<file path="config.mk">
export PLATFORM = sky130hd
export DESIGN_NAME = conio_ctrl
export DESIGN_NICKNAME = d
export VERILOG_FILES = /design/src/rtl/conio_pkg.sv /design/src/rtl/conio_kbd_chan.sv /design/src/rtl/conio_prt_chan.sv /design/src/rtl/conio_ctrl.sv
export SDC_FILE = /design/constraint.sdc
export NUM_CORES = 1
export LEC_CHECK = 0
export CORE_MARGIN = 5
export CORE_UTILIZATION = 33
export CTS_BUF_LIST = sky130_fd_sc_hd__clkbuf_2
export CTS_CLUSTER_DIAMETER = 120
export DETAILED_ROUTE_END_ITERATION = 16
export PLACE_DENSITY = 0.93
export SYNTH_ARGS = -nofsm -noshare
export SYNTH_HDL_FRONTEND = slang
export SYNTH_SLANG_ARGS = --single-unit
</file>
<file path="constraint.sdc">
create_clock -name clk -period 2.92 [get_ports clk]
set_input_delay 0.438 -clock clk [delete_from_list [all_inputs] [get_ports clk]]
set_output_delay 0.438 -clock clk [all_outputs]
set_load 0.03 [all_outputs]
</file>
<file path="src/rtl/conio_pkg.sv">
package conio_pkg;
  // Positions of the micro-action bits in the operation field
  localparam int OP_W      = 3;
  localparam int OP_TEST   = 0;
  localparam int OP_CLEAR  = 1;
  localparam int OP_XFER   = 2;

  typedef struct packed {
    logic skip;
    logic clr;
  } chan_resp_t;
endpackage

</file>
<file path="src/rtl/conio_kbd_chan.sv">
module conio_kbd_chan
  import conio_pkg::*;
#(
  parameter int WORD_W = 12,
  parameter int BYTE_W = 8
) (
  input  logic              clk,
  input  logic              rst_n,
  input  logic              mclr,
  input  logic              sel,
  input  logic [OP_W-1:0]   op,
  input  logic              rx_valid,
  input  logic [BYTE_W-1:0] rx_data,
  output chan_resp_t        resp,
  output logic [WORD_W-1:0] or_data,
  output logic              flag
);
  localparam int PAD_W = WORD_W - BYTE_W;

  logic [BYTE_W-1:0] rx_byte_q;
  logic              flag_q;

  always_ff @(posedge clk or negedge rst_n) begin
    if (!rst_n) begin
      flag_q    <= 1'b0;
      rx_byte_q <= '0;
    end else begin
      if (mclr)
        flag_q <= 1'b0;
      else if (rx_valid)
        flag_q <= 1'b1;               // arrival wins over a same-cycle clear
      else if (sel && op[OP_CLEAR])
        flag_q <= 1'b0;
      if (rx_valid)
        rx_byte_q <= rx_data;
    end
  end

  always_comb begin
    resp.skip = sel && op[OP_TEST] && flag_q;   // pre-clear flag value
    resp.clr  = sel && op[OP_CLEAR];
  end

  generate
    if (PAD_W > 0) begin : g_pad
      assign or_data = (sel && op[OP_XFER]) ? {{PAD_W{1'b0}}, rx_byte_q} : '0;
    end else begin : g_nopad
      assign or_data = (sel && op[OP_XFER]) ? rx_byte_q[WORD_W-1:0] : '0;
    end
  endgenerate

  assign flag = flag_q;
endmodule

</file>
<file path="src/rtl/conio_prt_chan.sv">
module conio_prt_chan
  import conio_pkg::*;
#(
  parameter int BYTE_W = 8
) (
  input  logic              clk,
  input  logic              rst_n,
  input  logic              mclr,
  input  logic              sel,
  input  logic [OP_W-1:0]   op,
  input  logic [BYTE_W-1:0] acc_lo,
  input  logic              tx_done,
  output chan_resp_t        resp,
  output logic              tx_valid,
  output logic [BYTE_W-1:0] tx_data,
  output logic              flag
);
  logic flag_q;

  always_ff @(posedge clk or negedge rst_n) begin
    if (!rst_n)
      flag_q <= 1'b0;
    else if (mclr)
      flag_q <= 1'b0;
    else if (tx_done)
      flag_q <= 1'b1;                 // completion wins over a same-cycle clear
    else if (sel && op[OP_CLEAR])
      flag_q <= 1'b0;
  end

  always_comb begin
    resp.skip = sel && op[OP_TEST] && flag_q;
    resp.clr  = 1'b0;
    tx_valid  = sel && op[OP_XFER];
    tx_data   = tx_valid ? acc_lo : '0;
  end

  assign flag = flag_q;
endmodule

</file>
<file path="src/rtl/conio_ctrl.sv">
module conio_ctrl
  import conio_pkg::*;
#(
  parameter int          WORD_W  = 12,
  parameter int          BYTE_W  = 8,
  parameter int          DEV_W   = 6,
  parameter logic [5:0]  DEV_KBD = 6'd3,
  parameter logic [5:0]  DEV_PRT = 6'd4
) (
  input  logic              clk,
  input  logic              rst_n,
  input  logic              mclr,
  input  logic              iot_valid,
  input  logic [DEV_W-1:0]  iot_dev,
  input  logic [OP_W-1:0]   iot_op,
  input  logic [WORD_W-1:0] acc_in,
  input  logic              rx_valid,
  input  logic [BYTE_W-1:0] rx_data,
  input  logic              tx_done,
  output logic              skip_req,
  output logic              acc_clr,
  output logic [WORD_W-1:0] acc_or,
  output logic              tx_valid,
  output logic [BYTE_W-1:0] tx_data,
  output logic              irq
);
  logic       kbd_sel, prt_sel;
  logic       kbd_flag, prt_flag;
  chan_resp_t kbd_resp, prt_resp;
  logic [WORD_W-1:0] kbd_or;
  logic       unused_acc_hi;

  assign kbd_sel = iot_valid && (iot_dev == DEV_KBD[DEV_W-1:0]);
  assign prt_sel = iot_valid && (iot_dev == DEV_PRT[DEV_W-1:0]);
  assign unused_acc_hi = ^acc_in[WORD_W-1:BYTE_W];

  conio_kbd_chan #(.WORD_W(WORD_W), .BYTE_W(BYTE_W)) u_kbd (
    .clk(clk), .rst_n(rst_n), .mclr(mclr), .sel(kbd_sel), .op(iot_op),
    .rx_valid(rx_valid), .rx_data(rx_data),
    .resp(kbd_resp), .or_data(kbd_or), .flag(kbd_flag)
  );

  conio_prt_chan #(.BYTE_W(BYTE_W)) u_prt (
    .clk(clk), .rst_n(rst_n), .mclr(mclr), .sel(prt_sel), .op(iot_op),
    .acc_lo(acc_in[BYTE_W-1:0]), .tx_done(tx_done),
    .resp(prt_resp), .tx_valid(tx_valid), .tx_data(tx_data), .flag(prt_flag)
  );

  assign skip_req = kbd_resp.skip | prt_resp.skip;
  assign acc_clr  = kbd_resp.clr  | prt_resp.clr;
  assign acc_or   = kbd_or;
  assign irq      = kbd_flag | prt_flag;
endmodule

</file>
# Word level (Yosys, flattened, before mapping)

Index checks and enable logic that the tools add are counted.

Equal/unequal tests: 2
Bitwise logic cells: 2
Reduce and logical (&&, ||, !) cells: 12
Mux-type cells: 8

Operator list:

| operator                                                        | count |
|---|---|
| 8-bit 2-to-1 mux                                                | 2 |
| 1-bit logical AND                                               | 10 |
| 6-bit by 2-bit == test with 1-bit output, second input constant | 1 |
| 6-bit by 3-bit == test with 1-bit output, second input constant | 1 |
| 1-bit 2-to-1 mux                                                | 6 |
| 3-bit nonzero test                                              | 2 |
| 1-bit bitwise OR                                                | 2 |

Input bits: 35
Output and inout bits: 24
Logic and storage cells: 27
Register bits: 10

# Depth between registers and ports, before layout

Gate-level depths: netlist (run 1).

Depth in word-level cells: 6
Gate-level depth with buffers: 4
Mapped depth without buffers: 3

# By module

From an unflattened synthesis (run 1), not the netlist that was laid out.

Cell total of the unflattened synthesis: 60
Area total of the unflattened synthesis: 665.6 um^2

By module, submodules not included:

| module         | area each (um^2) | times used | cells each |
|---|---|---|---|
| conio_kbd_chan | 469.2            | 1          | 36 |
| conio_prt_chan | 143.9            | 1          | 17 |
| conio_ctrl     | 52.6             | 1          | 7 |

# Least setup slack after synthesis (run 1)

No wires, ideal clock.

Path kind: input to output
Start point: in iot_dev[3]
End point: out acc_clr
Path slack: 776 ps
Stages on the path: 2
Arrival: 1,706 ps
Cells stage by stage: or4b_4 nor3_1

Cells in the longest elaborated chain, start to end: 3

RTL lines:

| item                                     | RTL line             | text |
|---|---|---|
| start, declared                          | conio_ctrl.sv:14     | `input logic [DEV_W-1:0] iot_dev,` |
| 6-bit by 2-bit == test with 1-bit output | conio_ctrl.sv:33     | `assign kbd_sel = iot_valid && (iot_dev == DEV_KBD[DEV_W-1:0]);` |
| 1-bit logical AND                        | conio_ctrl.sv:33     |  |
| 1-bit logical AND                        | conio_kbd_chan.sv:41 | `resp.clr = sel && op[OP_CLEAR];` |
| end, declared                            | conio_ctrl.sv:21     | `output logic acc_clr,` |

Every way passes these cells.

# Worst setup path in the final report (run 1)

Start point: in iot_dev[3]
End point: out tx_data[4]

Cells in the longest elaborated chain, start to end: 4

RTL lines:

| item                                     | RTL line             | text |
|---|---|---|
| 6-bit by 3-bit == test with 1-bit output | conio_ctrl.sv:34     | `assign prt_sel = iot_valid && (iot_dev == DEV_PRT[DEV_W-1:0]);` |
| 1-bit logical AND                        | conio_ctrl.sv:34     |  |
| 1-bit logical AND                        | conio_prt_chan.sv:34 | `tx_valid = sel && op[OP_XFER];` |
| 8-bit 2-to-1 mux                         | conio_prt_chan.sv:35 | `tx_data = tx_valid ? acc_lo : '0;` |
| end, declared                            | conio_ctrl.sv:24     | `output logic [BYTE_W-1:0] tx_data,` |

Every way passes these cells.

==> summary.md, run 1 <==
| Metric | Value |
|---|---|
| Core Region | `~1800 µm²` |
| Drt first-iter violations | `3` |
| Dpl ws | `0.06811 ns` |
| Wire length per cell | `about 14 µm` |
| Total GRT Usage | `a little over an eighth` |
| Status | `finished, final reports clean` |
| CTS Buf Count | `3` |
| Area fraction in compound gates after synthesis | `4.225%` |
| Worst VDD drop | `roughly 230 µV` |
| Via count | `about 630` |
| Setup TNS | `0 ns` |
| Critical path required time | `~2.5 ns` |
| Site Rows | `15` |
| Busiest grt layer | `met2` |
| Mux contribution to synthesized area | `14.49%` |
| Sequential share of the synthesized area | `roughly 40%` |
| CTS HTree Levels | `1` |
| Bufs on Longest Clock Path | `2` |
| Height of the die | `between 50 and 60 µm` |
| Synth Area in Adders | `0%` |
| Pwr Total | `approximately 320 µW` |
| TritonRoute pass-1 iters | `4` |
| Final antenna-violating net count | `0` |
| Final #Nets | `between 150 and 200` |
| Vias in the first global route | `approximately 630` |
| Dpl hpwl | `1.677 mm` |
| Fmax | `360.0 MHz` |
| Ys async rst share | `100.0%` |
| Final worst path period share | `between 90% and 100%` |
| Layout Utilization | `roughly two thirds` |
| Worst skew pair latency | `0.26 ns` |
| Ant. Diodes | `0` |
| Port Buffers | `50` |
| Count of cell types in the netlist | `23` |
| Fin crit period | `~2.8 ns` |
| Post-Synth XOR/XNOR Area | `0%` |
| GR met2 Demand/Resource | `between 20% and 30%` |
| Antenna violations before repair | `0` |
| Initial Util | `around a third` |
| Crit-path max FO | `9` |
| DIE AREA | `between 2000 and 3000 µm²` |
| RePlAce Congestion | `just under 0.7` |
| Max Transition Viols Final | `0` |
| PwrDens | `275.4 nW/µm²` |
| Reg-to-reg startpoint | `u_kbd.rx_byte_q[1]` |
| First-pass GRT wire length | `about 2.8 mm` |
| Clk sinks | `10` |
| Buffers inserted by post-CTS timing repair | `0` |
| Main synth FF type | `dfrtp_1` |
| Io pins | `59` |
| Cells after Synth | `61` |
| Worst setup SP type | `primary input` |
| Post-route design area | `around 1100 µm²` |
| Most frequent cells in the layout | `42 x clkdlybuf4s50_1, 16 x and2_1, 11 x buf_4, 10 x dfrtp_1, 8 x mux2_1` |
| Fin cells | `140` |
| CTS root buf | `clkbuf_2` |
| Drt via density | `approximately 4.5` |
| Commonest non-fill, non-tap cell in the layout | `clkdlybuf4s50_1` |
| Type of the most critical hold path | `primary input to asynchronous set/reset pin` |
| Synthesis warning total | `0` |
| Met3 Use GR | `3.380%` |
| P&R area growth vs syn | `84.71%` |
| Post-synth EDFFs | `0` |
| Cell area after placement | `1129 µm²` |
| CTS tree | `yes` |
| Worst hold slack | `around 0.47 ns` |
| Met1 Resource Use GR | `14.29%` |
| Remaining Overflow, GRT | `0` |
| Crit path from | `iot_dev[3]` |
| Total wire length | `1.915 mm` |
| Pleak | `between 0.4 and 0.5 nW` |
| Max-cap violations | `0` |
| Endpoint class of the critical path | `output port` |
| Cts hold-fix bufs | `0` |
| Final setup vio count | `0` |
| DRC Markers | `0` |
| Final hold violations | `0` |
| Die Wd | `roughly 53 µm` |
| Syn Area/Cell | `roughly 10 µm²` |
| Largest family of logic cells by synthesized area | `simple AND/OR/NAND/NOR gates` |
| Layout cell share with drive strength beyond 1 | `between 10% and 20%` |
| Placed Cells | `roughly 140` |
| RSZ-0062 raised after global routing | `no` |
| Worst Skew | `0 ns` |
| Crit path kind | `primary input to output port` |
| Clock slew seen by the registers of the worst setup and hold paths | `between 0.1 and 0.15 ns` |
| PostCTS Resize Cnt | `0` |
| Largest net degree at the start of global routing | `11` |
| Setup WS post-layout | `0.1426 ns` |
| Mapped Area | `621.8 µm²` |
| Number of synthesized register bits | `10` |
| Worst EP arrival | `about 2.3 ns` |
| Post-synthesis simple-gate area fraction | `32.39%` |
[routing by layer]
| metal | share of wire [%] | wire length, µm |
|---|---|---|
| met1 | 33 | 641 |
| met2 | 60 | 1141 |
| met3 | 4.9 | 94 |
| met4 | 2.0 | 38 |
| met5 | 0 | 0 |
[final timing paths]
kind / endpoint / slack, ns / depth (start not counted)
max: tx_data[4] / 0.14 / 5
max in group asynchronous: u_kbd.rx_byte_q[2] / 2.13 / 1
min in group clk: u_kbd.rx_byte_q[5] / 0.49 / 1
max reg2reg: u_kbd.rx_byte_q[1] / 2.15 / 1
min reg2reg: u_kbd.rx_byte_q[5] / 0.49 / 1
min: u_kbd.flag / 0.47 / 1
[sequential cells by signal, indices dropped and copies added (netlist names)]
signal           cells
u_kbd.rx_byte_q      8
u_kbd.flag           1
u_prt.flag           1
[power by group]
part	internal (mW)	switching, mW	leakage (nW)
clock network	0.0298	0.0467	0.0140
logic	0.0515	0.0314	0.361
registers	0.151	0.00584	0.119
[logic make-up (layout without fill, tap and decap cells)]
logic type / count (synthesis) / in the layout
buffers and inverters: 9 / 60
AND/OR/NAND/NOR: 29 / 29
AO/OA/AOI/OAI: 4 / 4
other: 1 / 4
flip-flops: 10 / 10
multiplexers: 8 / 8
[synthesized netlist by cell type, types with 2 or more instances]
library cell  count  area [µm²]
a21oi_1           2       10.01
and2_1           16       100.1
buf_4             4       30.03
dfrtp_1          10       250.2
inv_1             2       7.510
mux2_1            8       90.09
nand2_1           2       7.510
nor2_1            2       7.510
[worst max-delay path, cell delays in order]
cell and delay (ns):
clkdlybuf4s50_1 0.44, nor4b_2 0.32, and3_2 0.31, and2_1 0.16, clkdlybuf4s50_1 0.67
[area by class of cell]
type / count / area [µm²]
Clock buffer: 3 / 15.01
Multi-Input combinational cell: 45 / 334.1
Tap cell: 25 / 31.28
Timing Repair Buffer: 53 / 503.0
Sequential cell: 10 / 250.2
Clock inverter: 1 / 3.754
Fill cell: 158 / 615.6
Inverter: 3 / 11.26
Power figures use the tool's default switching activity.
==> inputs of run 2 (changes only) <==
--- a/config.mk
+++ b/config.mk
@@ -11,6 +11,7 @@
 export CTS_CLUSTER_DIAMETER = 120
 export DETAILED_ROUTE_END_ITERATION = 16
 export PLACE_DENSITY = 0.93
+export SKIP_LAST_GASP = 1
 export SYNTH_ARGS = -nofsm -noshare
 export SYNTH_HDL_FRONTEND = slang
 export SYNTH_SLANG_ARGS = --single-unit
==> results of run 2 <==
No change in the layout: final DEF, timing and power equal those of run 1.
==> inputs of run 3 (changes only) <==
--- a/config.mk
+++ b/config.mk
@@ -5,8 +5,9 @@
 export SDC_FILE = /design/constraint.sdc
 export NUM_CORES = 1
 export LEC_CHECK = 0
+export ABC_AREA = 1
 export CORE_MARGIN = 5
-export CORE_UTILIZATION = 33
+export CORE_UTILIZATION = 34
 export CTS_BUF_LIST = sky130_fd_sc_hd__clkbuf_2
 export CTS_CLUSTER_DIAMETER = 120
 export DETAILED_ROUTE_END_ITERATION = 16
==> summary.md, run 3 <==
| Metric | Value |
|---|---|
| Number of synthesized register bits | `10 (unchanged)` |
| Worst Tran Pin Value | `between 0.5 and 0.6 ns` |
| Commonest non-fill, non-tap cell in the layout | `clkdlybuf4s50_1` |
| Die Wd | `53.96 µm (+1.0%)` |
| Total GRT Usage | `13.32% (-0.31 points)` |
| Setup slack, reg-to-reg | `2.24 ns (+0.09 ns)` |
| Slowest stage delay, CP | `0.69 ns (+0.02 ns)` |
| Largest area contributor in the netlist | `dfrtp_1` |
| Clk sinks | `10 (unchanged)` |
| Ranking of synthesized cells by area | `dfrtp_1 38%, inv_1 14%, nor2_1 12%` |
| Height of the die | `53.96 µm (+1.0%)` |
| Antenna violations before repair | `0 (unchanged)` |
| Status | `finished, final reports clean` |
| CP dominant cell by count | `clkdlybuf4s50_1` |
| Bufs on Longest Clock Path | `2 (unchanged)` |
| Max-cap violations | `0 (unchanged)` |
| R2R depth | `2 (+1)` |
| RePlAce Congestion | `0.6765 (-0.69%)` |
| Site Rows | `15 (unchanged)` |
| Slew headroom | `66.50%` |
| Crit path kind | `primary input to output port` |
| Layout Utilization | `66.11% (+1.0 points)` |
| Type of the most critical hold path | `primary input to asynchronous set/reset pin` |
| Most instantiated cells after synthesis | `24 x inv_1, 21 x nor2_1, 18 x nand2_1` |
| Final hold violations | `0 (unchanged)` |
| Clock slew seen by the registers of the worst setup and hold paths | `0.10 ns (about the same)` |
| Crit-path max FO | `9 (unchanged)` |
| Main synth FF type | `dfrtp_1` |
| PwrDens | `270.0 nW/µm² (-2.0%)` |
| Worst setup SP type | `primary input` |
| Worst VDD drop | `224.3 µV (-0.73%)` |
| Vias in the first global route | `729 (+15%)` |
| RSZ-0062 raised after global routing | `no` |
| CP max-delay cell | `clkdlybuf4s50_1` |
| Placed Cells | `173 (+27%)` |
| DRC Markers | `0 (unchanged)` |
| Final setup vio count | `0 (unchanged)` |
| P&R area growth vs syn | `79.43%` |
| Mapped Area | `656.9 µm² (+5.6%)` |
| Pwr Total | `318.2 µW (+0.58%)` |
| Drt via density | `4.294 (-4.0%)` |
| First-pass GRT wire length | `2.877 mm (+3.0%)` |
| Final #Nets | `188 (+25%)` |
| CTS Buf Count | `3 (unchanged)` |
| Buffers inserted by post-CTS timing repair | `0 (unchanged)` |
| Max Transition Viols Final | `0 (unchanged)` |
| Ys async rst share | `100.0% (unchanged)` |
| Top reg by flops | `u_kbd.rx_byte_q` |
| Fin cells | `177 (+26%)` |
| Ant. Diodes | `0 (unchanged)` |
| Max reg flops | `8 (unchanged)` |
| TritonRoute pass-1 iters | `5 (+1)` |
| DIE AREA | `2911 µm² (+2.1%)` |
| Worst EP arrival | `2.20 ns (-0.14 ns)` |
| Cells after Synth | `101 (+66%)` |
| Syn Area/Cell | `6.504 µm² (-36%)` |
| Io pins | `59 (unchanged)` |
| Endpoint class of the critical path | `output port` |
| Final worst path period share | `90.40% (-4.7 points)` |
| Sequential share of the synthesized area | `38.10% (-2.1 points)` |
| Final antenna-violating net count | `0 (unchanged)` |
| Fmax | `378.8 MHz (+5.2%)` |
| CTS root buf | `clkbuf_2` |
| Worst skew pair latency | `0.24 ns (-0.02 ns)` |
| Dpl hpwl | `1.619 mm (-3.5%)` |
| Port Buffers | `50 (unchanged)` |
| Drt first-iter violations | `15 (+12)` |
| CTS tree | `yes` |
| Buf/Inv on CP | `2 (unchanged)` |
| Cts hold-fix bufs | `0 (unchanged)` |
| Top-count cell post-synth | `inv_1` |
| Wire length per cell | `10.60 µm (-23%)` |
| CTS HTree Levels | `1 (unchanged)` |
| Layout cell share with drive strength beyond 1 | `5.921% (-11 points)` |
| Worst Skew | `0 ns (unchanged)` |
| Via count | `760 (+21%)` |
| Post-synth EDFFs | `0 (unchanged)` |
| Pleak | `0.5812 nW (+18%)` |
| Largest net degree at the start of global routing | `19 (+8)` |
| Critical path required time | `2.48 ns (about the same)` |
| Remaining Overflow, GRT | `0 (unchanged)` |
| Top delay family on crit path | `buffers and inverters` |
| Core Region | `1783 µm² (+1.1%)` |
| Initial Util | `36.84% (+1.6 points)` |
| Terminus of the critical flop-to-flop path | `u_kbd.rx_byte_q[6]` |
| Most frequent cells in the layout | `50 x clkdlybuf4s50_1, 24 x inv_1, 21 x nor2_1, 18 x nand2_1, 10 x dfrtp_1` |
| Fin crit period | `2.640 ns (-0.1377 ns)` |
| Total wire length | `1.876 mm (-2.0%)` |
| CP cell instances | `clkdlybuf4s50_1, nand2_1, nor2_2, nand3_4, nor2_1, clkdlybuf4s50_1` |
| Top-area cell type share of the netlist area | `38.10% (-2.1 points)` |
| Reg-to-reg startpoint | `u_kbd.rx_byte_q[6]` |
| PostCTS Resize Cnt | `0 (unchanged)` |
| Count of cell types in the netlist | `14 (-39%)` |
| Setup TNS | `0 ns (unchanged)` |
| Synthesis warning total | `0 (unchanged)` |
[run 3: power breakdown]
part | switching, mW | internal (mW) | leakage [nW]
logic | 0.0419 | 0.0480 | 0.445
clock network | 0.0445 | 0.0298 | 0.0140
registers | 0.00384 | 0.150 | 0.122
total | 0.0903 | 0.228 | 0.581
[run 3: stage by stage]
step           hold slack (ns)  cell area, µm²  setup slack, ns
2_1_floorplan           0.1424           668.1            1.236
3_3_place_gp            0.5051            1160           0.3359
3_5_place_dp            0.5104            1160           0.2734
4_1_cts                 0.4967            1179           0.2640
5_1_grt                 0.5108            1179           0.1763
6_report                0.4842            1179           0.2803
[run 3: worst max-delay path by stage]
| stage | from | endpoint | slack, ns | cells after the start |
|---|---|---|---|---|
| after CTS | iot_valid | tx_data[0] | 0.26 | 6 |
| after global placement | iot_valid | tx_data[0] | 0.34 | 6 |
| after global routing | iot_dev[0] | tx_data[1] | 0.18 | 7 |
| after detailed placement | iot_valid | tx_data[0] | 0.27 | 6 |
| final | iot_valid | tx_data[0] | 0.28 | 6 |
| after floorplan | iot_dev[2] | acc_or[0] | 1.24 | 5 |
[run 3: per-layer routing]
layer	global-route usage [%]	wire [µm]	up-vias	share of wire, %
li1	-	-	388	-
met1	14.65	705	325	38
met2	23.39	874	47	47
met3	5.263	296	0	16
met4	3.830	0	0	0
met5	0	0	-	0
[run 3: kinds of logic after synthesis]
| group | Yosys count | share of synthesized area [%] |
|---|---|---|
| other | 1 | 0.5709 |
| AO/OA/AOI/OAI | 8 | 6.095 |
| buffers and inverters | 30 | 19.81 |
| AND/OR/NAND/NOR | 52 | 35.43 |
| flip-flops | 10 | 38.10 |
[run 3: final cells by class]
cell class,count,area [µm²]
Clock inverter,1,3.754
Multi-Input combinational cell,64,287.8
Inverter,24,90.09
Tap cell,25,31.28
Clock buffer,3,15.01
Timing Repair Buffer,50,500.5
Fill cell,154,604.3
Sequential cell,10,250.2
